<file path="config.mk">
export PLATFORM = sky130hd
export DESIGN_NAME = tx_ckpt_top
export DESIGN_NICKNAME = d
export VERILOG_FILES = /design/src/rtl/tx_ckpt_pkg.sv /design/src/rtl/tx_ckpt_ctrl.sv /design/src/rtl/tx_ckpt_datapath.sv /design/src/rtl/tx_ckpt_top.sv
export SDC_FILE = /design/constraint.sdc
export NUM_CORES = 1
export LEC_CHECK = 0
export ABC_AREA = 0
export BUFFER_PORTS_ARGS = -buffer_cell sky130_fd_sc_hd__buf_2
export CAP_MARGIN = 0
export CORE_AREA = 3 3 162 164
export CTS_CLUSTER_DIAMETER = 150
export DETAILED_ROUTE_END_ITERATION = 6
export DIE_AREA = 0 0 165 167
export PLACE_DENSITY_LB_ADDON = 0.08
export SETUP_SLACK_MARGIN = 0.1
export SLEW_MARGIN = 15
export SYNTH_ARGS = -nofsm -noshare
export SYNTH_HDL_FRONTEND = slang
export SYNTH_SLANG_ARGS = --single-unit
</file>
<file path="constraint.sdc">
create_clock -name clk -period 5 [get_ports clk]
set_clock_uncertainty 0.05 [all_clocks]
set_input_delay 1 -clock clk [delete_from_list [all_inputs] [get_ports clk]]
set_output_delay 1 -clock clk [all_outputs]
set_load 0.01 [all_outputs]
</file>
<file path="src/rtl/tx_ckpt_pkg.sv">
package tx_ckpt_pkg;

  typedef enum logic [1:0] {
    ST_RUN     = 2'd0,
    ST_RESTORE = 2'd1,
    ST_FINISH  = 2'd2
  } ctrlState_t;

  // strobes from control to datapath, one bit each
  typedef struct packed {
    logic takeSnapshot;
    logic latchFallback;
    logic restoreEn;
    logic writeStatus;
    logic coreWrOk;
  } dpStrobes_t;

endpackage

</file>
<file path="src/rtl/tx_ckpt_ctrl.sv">
module tx_ckpt_ctrl
  import tx_ckpt_pkg::*;
#(
  parameter int CODE_W  = 4,
  parameter int DEPTH_W = 2,
  parameter int NPHASE  = 4,
  parameter int PH_W    = 2
) (
  input  logic               clk,
  input  logic               rstN,
  input  logic               txBegin,
  input  logic               txEnd,
  input  logic               txAbort,
  input  logic [CODE_W-1:0]  txAbortCode,
  input  logic               conflictAbort,
  input  logic [CODE_W-1:0]  conflictCode,
  output dpStrobes_t         strobes,
  output logic [PH_W-1:0]    restorePhase,
  output logic [CODE_W:0]    statusWord,
  output logic               busy,
  output logic               pcRedirect,
  output logic               cacheCommit,
  output logic               cacheRollback,
  output logic [DEPTH_W-1:0] txDepth
);

  localparam logic [PH_W-1:0]    LAST_PHASE = PH_W'(NPHASE - 1);
  localparam logic [DEPTH_W-1:0] DEPTH_ONE  = DEPTH_W'(1);
  localparam logic [CODE_W-1:0]  OVF_CODE   = '1;

  ctrlState_t         stateQ;
  logic [PH_W-1:0]    phaseQ;
  logic [DEPTH_W-1:0] depthQ;
  logic [CODE_W-1:0]  causeQ;
  logic               nestedQ;
  logic               commitQ;

  logic               running;
  logic               active;
  logic               depthFull;
  logic               abortTake;
  logic               beginOuter;
  logic               beginInner;
  logic               endTake;
  logic [CODE_W-1:0]  causeNext;

  always_comb begin
    running    = (stateQ == ST_RUN);
    active     = (depthQ != '0);
    depthFull  = (depthQ == '1);
    abortTake  = running && active &&
                 (conflictAbort || txAbort || (txBegin && depthFull));
    beginOuter = running && !abortTake && txBegin && !active;
    beginInner = running && !abortTake && txBegin && active;
    endTake    = running && !abortTake && !txBegin && txEnd && active;
    if (conflictAbort)  causeNext = conflictCode;
    else if (txAbort)   causeNext = txAbortCode;
    else                causeNext = OVF_CODE;
  end

  always_comb begin
    strobes.takeSnapshot  = beginOuter;
    strobes.latchFallback = beginOuter;
    strobes.restoreEn     = (stateQ == ST_RESTORE);
    strobes.writeStatus   = (stateQ == ST_FINISH);
    strobes.coreWrOk      = running;
  end

  always_ff @(posedge clk) begin
    if (!rstN) begin
      stateQ  <= ST_RUN;
      phaseQ  <= '0;
      depthQ  <= '0;
      causeQ  <= '0;
      nestedQ <= 1'b0;
      commitQ <= 1'b0;
    end else begin
      commitQ <= endTake && (depthQ == DEPTH_ONE);
      unique case (stateQ)
        ST_RUN: begin
          if (abortTake) begin
            stateQ  <= ST_RESTORE;
            phaseQ  <= '0;
            depthQ  <= '0;
            causeQ  <= causeNext;
            nestedQ <= (depthQ > DEPTH_ONE);
          end else if (beginOuter || beginInner) begin
            depthQ <= depthQ + DEPTH_ONE;
          end else if (endTake) begin
            depthQ <= depthQ - DEPTH_ONE;
          end
        end
        ST_RESTORE: begin
          if (phaseQ == LAST_PHASE) stateQ <= ST_FINISH;
          else                      phaseQ <= phaseQ + PH_W'(1);
        end
        ST_FINISH: stateQ <= ST_RUN;
        default:   stateQ <= ST_RUN;
      endcase
    end
  end

  assign restorePhase  = phaseQ;
  assign statusWord    = {nestedQ, causeQ};
  assign busy          = (stateQ != ST_RUN);
  assign pcRedirect    = (stateQ == ST_FINISH);
  assign cacheCommit   = commitQ;
  assign cacheRollback = (stateQ == ST_RESTORE) && (phaseQ == '0);
  assign txDepth       = depthQ;

endmodule

</file>
<file path="src/rtl/tx_ckpt_datapath.sv">
module tx_ckpt_datapath
  import tx_ckpt_pkg::*;
#(
  parameter int NREGS      = 8,
  parameter int DATA_W     = 16,
  parameter int PC_W       = 16,
  parameter int LANES      = 2,
  parameter int STATUS_IDX = 1,
  parameter int STAT_W     = 5,
  parameter int AIDX_W     = 3,
  parameter int PH_W       = 2
) (
  input  logic              clk,
  input  logic              rstN,
  input  dpStrobes_t        strobes,
  input  logic [PH_W-1:0]   restorePhase,
  input  logic [STAT_W-1:0] statusWord,
  input  logic              rfWrEn,
  input  logic [AIDX_W-1:0] rfWrAddr,
  input  logic [DATA_W-1:0] rfWrData,
  input  logic [PC_W-1:0]   txBeginPc,
  input  logic [AIDX_W-1:0] rdAddrA,
  input  logic [AIDX_W-1:0] rdAddrB,
  output logic [DATA_W-1:0] rdDataA,
  output logic [DATA_W-1:0] rdDataB,
  output logic [PC_W-1:0]   fallbackPc
);

  localparam int PAD_W = DATA_W - STAT_W;

  logic [DATA_W-1:0] liveQ [NREGS];
  logic [DATA_W-1:0] ckptQ [NREGS];
  logic [PC_W-1:0]   fallbackQ;
  logic [DATA_W-1:0] statusExt;

  assign statusExt = {{PAD_W{1'b0}}, statusWord};

  for (genvar g = 0; g < NREGS; g++) begin : gReg
    localparam int REG_PHASE = g / LANES;
    logic inPhase;
    logic coreHit;
    assign inPhase = strobes.restoreEn && (restorePhase == PH_W'(REG_PHASE));
    assign coreHit = strobes.coreWrOk && rfWrEn && (rfWrAddr == AIDX_W'(g));

    always_ff @(posedge clk) begin
      if (!rstN) begin
        liveQ[g] <= '0;
      end else if (strobes.writeStatus && (g == STATUS_IDX)) begin
        liveQ[g] <= statusExt;
      end else if (inPhase) begin
        liveQ[g] <= ckptQ[g];
      end else if (coreHit) begin
        liveQ[g] <= rfWrData;
      end
    end

    always_ff @(posedge clk) begin
      if (!rstN)                     ckptQ[g] <= '0;
      else if (strobes.takeSnapshot) ckptQ[g] <= liveQ[g];
    end
  end

  always_ff @(posedge clk) begin
    if (!rstN)                      fallbackQ <= '0;
    else if (strobes.latchFallback) fallbackQ <= txBeginPc;
  end

  assign rdDataA    = liveQ[rdAddrA];
  assign rdDataB    = liveQ[rdAddrB];
  assign fallbackPc = fallbackQ;

endmodule

</file>
<file path="src/rtl/tx_ckpt_top.sv">
module tx_ckpt_top
  import tx_ckpt_pkg::*;
#(
  parameter int NREGS      = 8,
  parameter int DATA_W     = 16,
  parameter int PC_W       = 16,
  parameter int CODE_W     = 4,
  parameter int DEPTH_W    = 2,
  parameter int LANES      = 2,
  parameter int STATUS_IDX = 1
) (
  input  logic                     clk,
  input  logic                     rstN,
  input  logic                     rfWrEn,
  input  logic [$clog2(NREGS)-1:0] rfWrAddr,
  input  logic [DATA_W-1:0]        rfWrData,
  input  logic [$clog2(NREGS)-1:0] rdAddrA,
  output logic [DATA_W-1:0]        rdDataA,
  input  logic [$clog2(NREGS)-1:0] rdAddrB,
  output logic [DATA_W-1:0]        rdDataB,
  input  logic                     txBegin,
  input  logic [PC_W-1:0]          txBeginPc,
  input  logic                     txEnd,
  input  logic                     txAbort,
  input  logic [CODE_W-1:0]        txAbortCode,
  input  logic                     conflictAbort,
  input  logic [CODE_W-1:0]        conflictCode,
  output logic                     busy,
  output logic                     pcRedirect,
  output logic [PC_W-1:0]          pcTarget,
  output logic                     cacheCommit,
  output logic                     cacheRollback,
  output logic [DEPTH_W-1:0]       txDepth
);

  localparam int AIDX_W = $clog2(NREGS);
  localparam int NPHASE = (NREGS + LANES - 1) / LANES;
  localparam int PH_W   = (NPHASE > 1) ? $clog2(NPHASE) : 1;
  localparam int STAT_W = CODE_W + 1;

  dpStrobes_t        strobes;
  logic [PH_W-1:0]   restorePhase;
  logic [STAT_W-1:0] statusWord;

  tx_ckpt_ctrl #(
    .CODE_W (CODE_W),
    .DEPTH_W(DEPTH_W),
    .NPHASE (NPHASE),
    .PH_W   (PH_W)
  ) ctrl_i (
    .clk          (clk),
    .rstN         (rstN),
    .txBegin      (txBegin),
    .txEnd        (txEnd),
    .txAbort      (txAbort),
    .txAbortCode  (txAbortCode),
    .conflictAbort(conflictAbort),
    .conflictCode (conflictCode),
    .strobes      (strobes),
    .restorePhase (restorePhase),
    .statusWord   (statusWord),
    .busy         (busy),
    .pcRedirect   (pcRedirect),
    .cacheCommit  (cacheCommit),
    .cacheRollback(cacheRollback),
    .txDepth      (txDepth)
  );

  tx_ckpt_datapath #(
    .NREGS     (NREGS),
    .DATA_W    (DATA_W),
    .PC_W      (PC_W),
    .LANES     (LANES),
    .STATUS_IDX(STATUS_IDX),
    .STAT_W    (STAT_W),
    .AIDX_W    (AIDX_W),
    .PH_W      (PH_W)
  ) dp_i (
    .clk         (clk),
    .rstN        (rstN),
    .strobes     (strobes),
    .restorePhase(restorePhase),
    .statusWord  (statusWord),
    .rfWrEn      (rfWrEn),
    .rfWrAddr    (rfWrAddr),
    .rfWrData    (rfWrData),
    .txBeginPc   (txBeginPc),
    .rdAddrA     (rdAddrA),
    .rdAddrB     (rdAddrB),
    .rdDataA     (rdDataA),
    .rdDataB     (rdDataB),
    .fallbackPc  (pcTarget)
  );

endmodule

</file>
# --- After elaboration in Yosys (flattened, before gate mapping) ---
# Memory sizes are Yosys's and may differ from the RTL's.
# Index checks and enable logic that the tools add are counted.
totals:
  reg_bits: 28
  mem_bits_rw: 256
  input_bits: 56
  out_inout_bits: 54
  word_cells: 187
  memories: 2
op_classes:
  n_addsub: 3
  magnitude_cmp: 1
  n_eq_ne: 17
  muxes: 91
  n_bitwise: 25
  n_reduce_logical: 41
memory_table:
  columns: ["name", "words", "width", "rd", "rd_ports_with_merged_regs", "wr", "line_no", "source"]
  rows:
  - ["dp_i.ckptQ", 8, 16, 8, 0, 8, "tx_ckpt_datapath.sv:32", "logic [DATA_W-1:0] ckptQ [NREGS];"]
  - ["dp_i.liveQ", 8, 16, 10, 0, 8, "tx_ckpt_datapath.sv:31", "logic [DATA_W-1:0] liveQ [NREGS];"]
ops:
  columns: ["cell", "n"]
  rows:
  - ["2-to-1 mux 16 bit", 25]
  - ["2-to-1 mux 1 bit", 55]
  - ["OR 1 bit", 25]
  - ["logical AND 1 bit", 24]
  - ["2-to-1 mux 2 bit", 7]
  - ["== test 3 bit (second input constant)", 4]
  - ["== test 2 bit (second input constant)", 4]
  - ["2-to-1 mux 4 bit", 2]
  - ["case mux 2 bit (2 select lines)", 2]
  - ["== test 2 x 1 -> 1 bit (second input constant)", 3]
  - ["== test 3 x 2 -> 1 bit (second input constant)", 2]
  - ["!= test 2 bit (second input constant)", 3]
  - ["AND reduction 2 bit", 3]
  - ["nonzero test 2 bit", 3]
  - ["adder 2 x 1 -> 2 bit (second input constant)", 2]
  - ["logical NOT 2 bit", 2]
  - ["== test 3 x 1 -> 1 bit (second input constant)", 1]
  - ["logical NOT 1 bit", 3]
  - ["logical NOT 3 bit", 1]
  - ["logical OR 1 bit", 3]
  - ["AND reduction 3 bit", 1]
  - ["nonzero test 3 bit", 1]
  - ["greater-than comparator 2 x 1 -> 1 bit (second input constant)", 1]
  - ["subtractor 2 x 1 -> 2 bit (second input constant)", 1]

# --- Depth between registers and ports, before layout ---
depth:
  depth_word: 12
  depth_mapped: 8

# --- Modules after synthesis ---
# A second synthesis with hierarchy kept.
hier_totals:
  hier_cells: 880
  hier_area_um2: 13629.3
modules_own_cells:
  columns: ["mod", "n_inst", "cells_per_inst", "area_per_inst_um2", "seq_area_each_um2"]
  rows:
  - ["tx_ckpt_datapath", 1, 792, 12864.8, 8007.7]
  - ["tx_ckpt_ctrl", 1, 88, 764.5, 240.2]

# --- Worst setup path after synthesis ---
# OpenSTA, ideal clock, no wires.
synth_path:
  path_kind: "input-to-reg"
  startpoint: "in rstN"
  endpoint: "mem dp_i.ckptQ[0][0], enable pin"
  setup_ps: 481
  arrival_ps: 4243
  required_ps: 4469
  slack_ps: 226
  cell_stages: 6
  n_path_buf: 3
  path_cell_list: "buf_2 -> inv_1 -> buf_2 -> a31oi_1 -> buf_2 -> inv_1"
synth_lines:
  columns: ["item", "line_no", "source"]
  rows:
  - ["start: declaration", "tx_ckpt_top.sv:13", "input logic rstN,"]
  - ["end: declaration", "tx_ckpt_datapath.sv:32", null]

# --- Worst setup path in the final report ---
layout_path:
  startpoint: "in rdAddrB[1]"
  endpoint: "out rdDataB[8]"
layout_via:
  elab_chain_len: 1
layout_rtl:
  columns: ["item", "line_no", "source"]
  rows:
  - ["start: declaration", "tx_ckpt_top.sv:19", "input logic [$clog2(NREGS)-1:0] rdAddrB,"]
  - ["memory (8 x 16 bit)", null, null]
  - ["end: declaration", "tx_ckpt_top.sv:20", "output logic [DATA_W-1:0] rdDataB,"]
# Every way passes these cells.

==> summary.md <==
| Metric | Value |
|---|---|
| Pwr dens | 453 mW/mm^2 |
| Design Power | 6920 uW |
| Avg Inst Size Synth | 15.0 um^2 |
| Top cell by count, worst path | buf_2 |
| Final instance area | 0.0153 mm^2 |
| RR Endpoint | dp_i.liveQ[5][12]$_DFFE_PP_ |
| WS Path Type | in -> out |
| Hold_buf cts | 0 |
| Main area contributors after synthesis | edfxtp_1, mux4_2, a22o_1, and2_1, dfxtp_1 |
| IO Pins | 110 |
| Slowest-stage cell, CP | buf_2 |
| Setup crit start | rdAddrB[1] |
| FMAX | 270 MHz |
| Buffers and inverters on the worst path | 2 |
| DP Cell Count | 1284 |
| Area Growth Syn to Fin | 14.0% |
| PortBufs | 109 |
| Worst-path maximum fanout | 32 |
| Setup TNS | 0 ns |
| Crit path DAT | 2.65 ns |
| Total CTS buffers | 30 |
| Row count | 58 |
| Die Y | 167 um |
| WL per Instance | 27.1 um |
| Hpwl dp | 21700 um |
| Reg clk slew, reported paths | 0.06 ns |
| CP max stage delay | 0.73 ns |
| Number of synthesized flops with an enable pin | 256 |
| Post-synthesis async set-or-reset flop share | 0% |
| RSZ-0062 raised after global routing | no |
| Static Leakage | 0.00576 uW |
| Post-place instance area | 0.0143 mm^2 |
| Ys Warns | 0 |
| Hold_sp | ctrl_i.nestedQ$_SDFFE_PN0P_ |
| GR Overflow Total | 0 |
| Most frequent cells in the layout | edfxtp_1, and2_1, buf_2 |
| Maxcap violations | 0 |
| Slew HR | 20.7% |
| Register area share after synthesis | 61.6% |
| Slew Viols, Final | 0 |
| Main synth FF type | edfxtp_1 |
| Largest net degree at the start of global routing | 80 |
| Detail Route Antenna Nets | 0 |
| Die area | 0.0276 mm^2 |
| Placeable core area | 0.0250 mm^2 |
| Setup violations, final | 0 |
| Area share of the largest cell type after synthesis | 57.4% |
| Synth Cell Area | 0.0134 mm^2 |
| Final min period | 3.70 ns |
| Number of global-route vias before repair | 8399 |
| Die Wd | 165 um |
| Fin cells | 1340 |
| Gate Count Post-Synth | 894 |
| Vias post-DR | 8553 |
| Most common cell after layout, fill and taps aside | edfxtp_1 |
| Final wirelength | 36300 um |
| Slack of the worst reg-to-reg path | 2.12 ns |
| Post-CTS Resized | 0 |
| Final #Nets | 1049 |
| Least-Margin Pin Slew | 1.19 ns |
| Cell family with most CP delay | buffers and inverters |
| H-tree Lvls | 1 |
| First DRT Iteration DRCs | 1021 |
| Required @ worst endpoint | 3.95 ns |
| Min-delay worst type | reg -> reg |
| Yosys reg bits | 284 |
| Kind of start point of the critical path | input port |
| Largest area contributor in the netlist | edfxtp_1 |
| Overall routing resource usage | 26.6% |
| Placer's final routability congestion estimate | 0.807 |
| Critical Path Sink Type | output port |
| Via density | 6.38 |
| Period utilisation layout | 74.0% |
| Setup bufs post-CTS | 0 |
| Worst min-delay path endpoint | ctrl_i.nestedQ$_SDFFE_PN0P_ |
| DRC | 0 |
| Hold slack | 0.425 ns |
| Hold path depth | 2 |
| Synth cell types | 50 |
| CTS max path bufs | 3 |
| Clock Latency Late Sink | 0.56 ns |
| Initial antenna violation count | 1 |
| CTS tree | done |
| CTS root buf | clkbuf_16 |
| Outcome | completed |
| Reg2Reg Launch Point | ctrl_i.stateQ[1]$_SDFFE_PN0P_ |
| Clk sinks | 284 |
| Starting Density | 53.5% |
| Crit path cell chain | buf_2, mux4_2, mux2_2, buf_2 |
| ANT cells | 0 |
| Reg2Reg Depth | 3 |
| DRT Pass-1 Iters | 5 |
| First-pass GRT wire length | 54100 um |
| Final hold violations | 0 |
| Peak VDD IR | 0.000282 V |
| Net count after synthesis | 957 |
| Fraction of layout instances using a drive strength above 1 | 29.9% |
-- synthesized netlist by cell type (3+ instances only) --
| library cell | count |
|---|---|
| nand2_1 | 69 |
| nor2_1 | 10 |
| o21ai_2 | 10 |
| buf_2 | 32 |
| nand2b_1 | 5 |
| a22o_1 | 96 |
| buf_4 | 3 |
| o21ai_1 | 10 |
| dfxtp_1 | 28 |
| mux4_2 | 64 |
| edfxtp_1 | 256 |
| and3_1 | 4 |
| o21ai_0 | 23 |
| clkbuf_1 | 31 |
| and2_1 | 130 |
| inv_1 | 8 |
| mux2_2 | 32 |
| a21oi_1 | 4 |
| o22ai_1 | 4 |
| ha_1 | 7 |
| a32o_1 | 16 |
| mux2i_1 | 4 |
| nand3_1 | 4 |
| buf_6 | 5 |
| nor2b_1 | 8 |
-- flip-flops by register name, indices dropped and copies added, names as in the netlist --
| signal | flops |
|---|---|
| ctrl_i.causeQ | 4 |
| ctrl_i.cacheCommit | 1 |
| ctrl_i.restorePhase | 2 |
| ctrl_i.nestedQ | 1 |
| dp_i.ckptQ | 128 |
| dp_i.fallbackPc | 16 |
| dp_i.liveQ | 128 |
| ctrl_i.stateQ | 2 |
| ctrl_i.txDepth | 2 |
-- how the worst max path moves through the flow --
stage | endpoint | slack (ns) | depth (start not counted)
2_1_floorplan | dp_i.ckptQ[0][0]$_SDFFCE_PN0P_ | 0.23 | 6
3_3_place_gp | rdDataA[3] | 1.34 | 5
3_5_place_dp | rdDataA[3] | 1.33 | 5
4_1_cts | rdDataA[3] | 1.33 | 5
5_1_grt | rdDataA[3] | 1.26 | 5
6_report | rdDataB[8] | 1.30 | 4
-- per-layer routing --
layer / wire, um / GRT usage, % / vias to the layer above
met4: 750 / 5.98 / 2
met2: 16300 / 39.4 / 459
met1: 15800 / 41.4 / 4376
met5: 12 / 0 / -
met3: 3480 / 4.65 / 56
li1: - / - / 3660
-- layout make-up --
type	count	area, um^2
sequential	284	8250
multi-input combinational	528	4780
tap	330	413
timing repair buffer	133	788
fill	1942	9770
clock buffer	42	857
inverter	9	41.3
clock inverter	14	136
-- kinds of logic after synthesis --
kind of cell / synth area share, %
compound gates: 10.3
xor+xnor: 0.0654
fa+ha+maj: 0.654
buf+inv: 2.98
flops: 61.6
mux: 13.7
simple gates: 10.7
-- where the power goes --
part	internal, uW	leakage [uW]	switching, uW
Clock	1300	0.000485	950
Combinational	497	0.00233	762
Sequential	3170	0.00295	239
Total	4970	0.00576	1950
-- per-stage QoR --
step | worst slack [ns] | util (%)
final | 1.30 | 61.0
after global routing | 1.26 | 61.0
after global placement | 1.34 | 57.0
after CTS | 1.33 | 61.0
after floorplan | 0.226 | -
after detailed placement | 1.33 | 57.0
-- worst reg2reg max path: stages, from the launching register on --
cell	delay, ns
dfxtp_1	0.81
and2b_1	0.33
a21oi_1	0.35
nand2_1	0.78
Power figures use the tool's default switching activity.
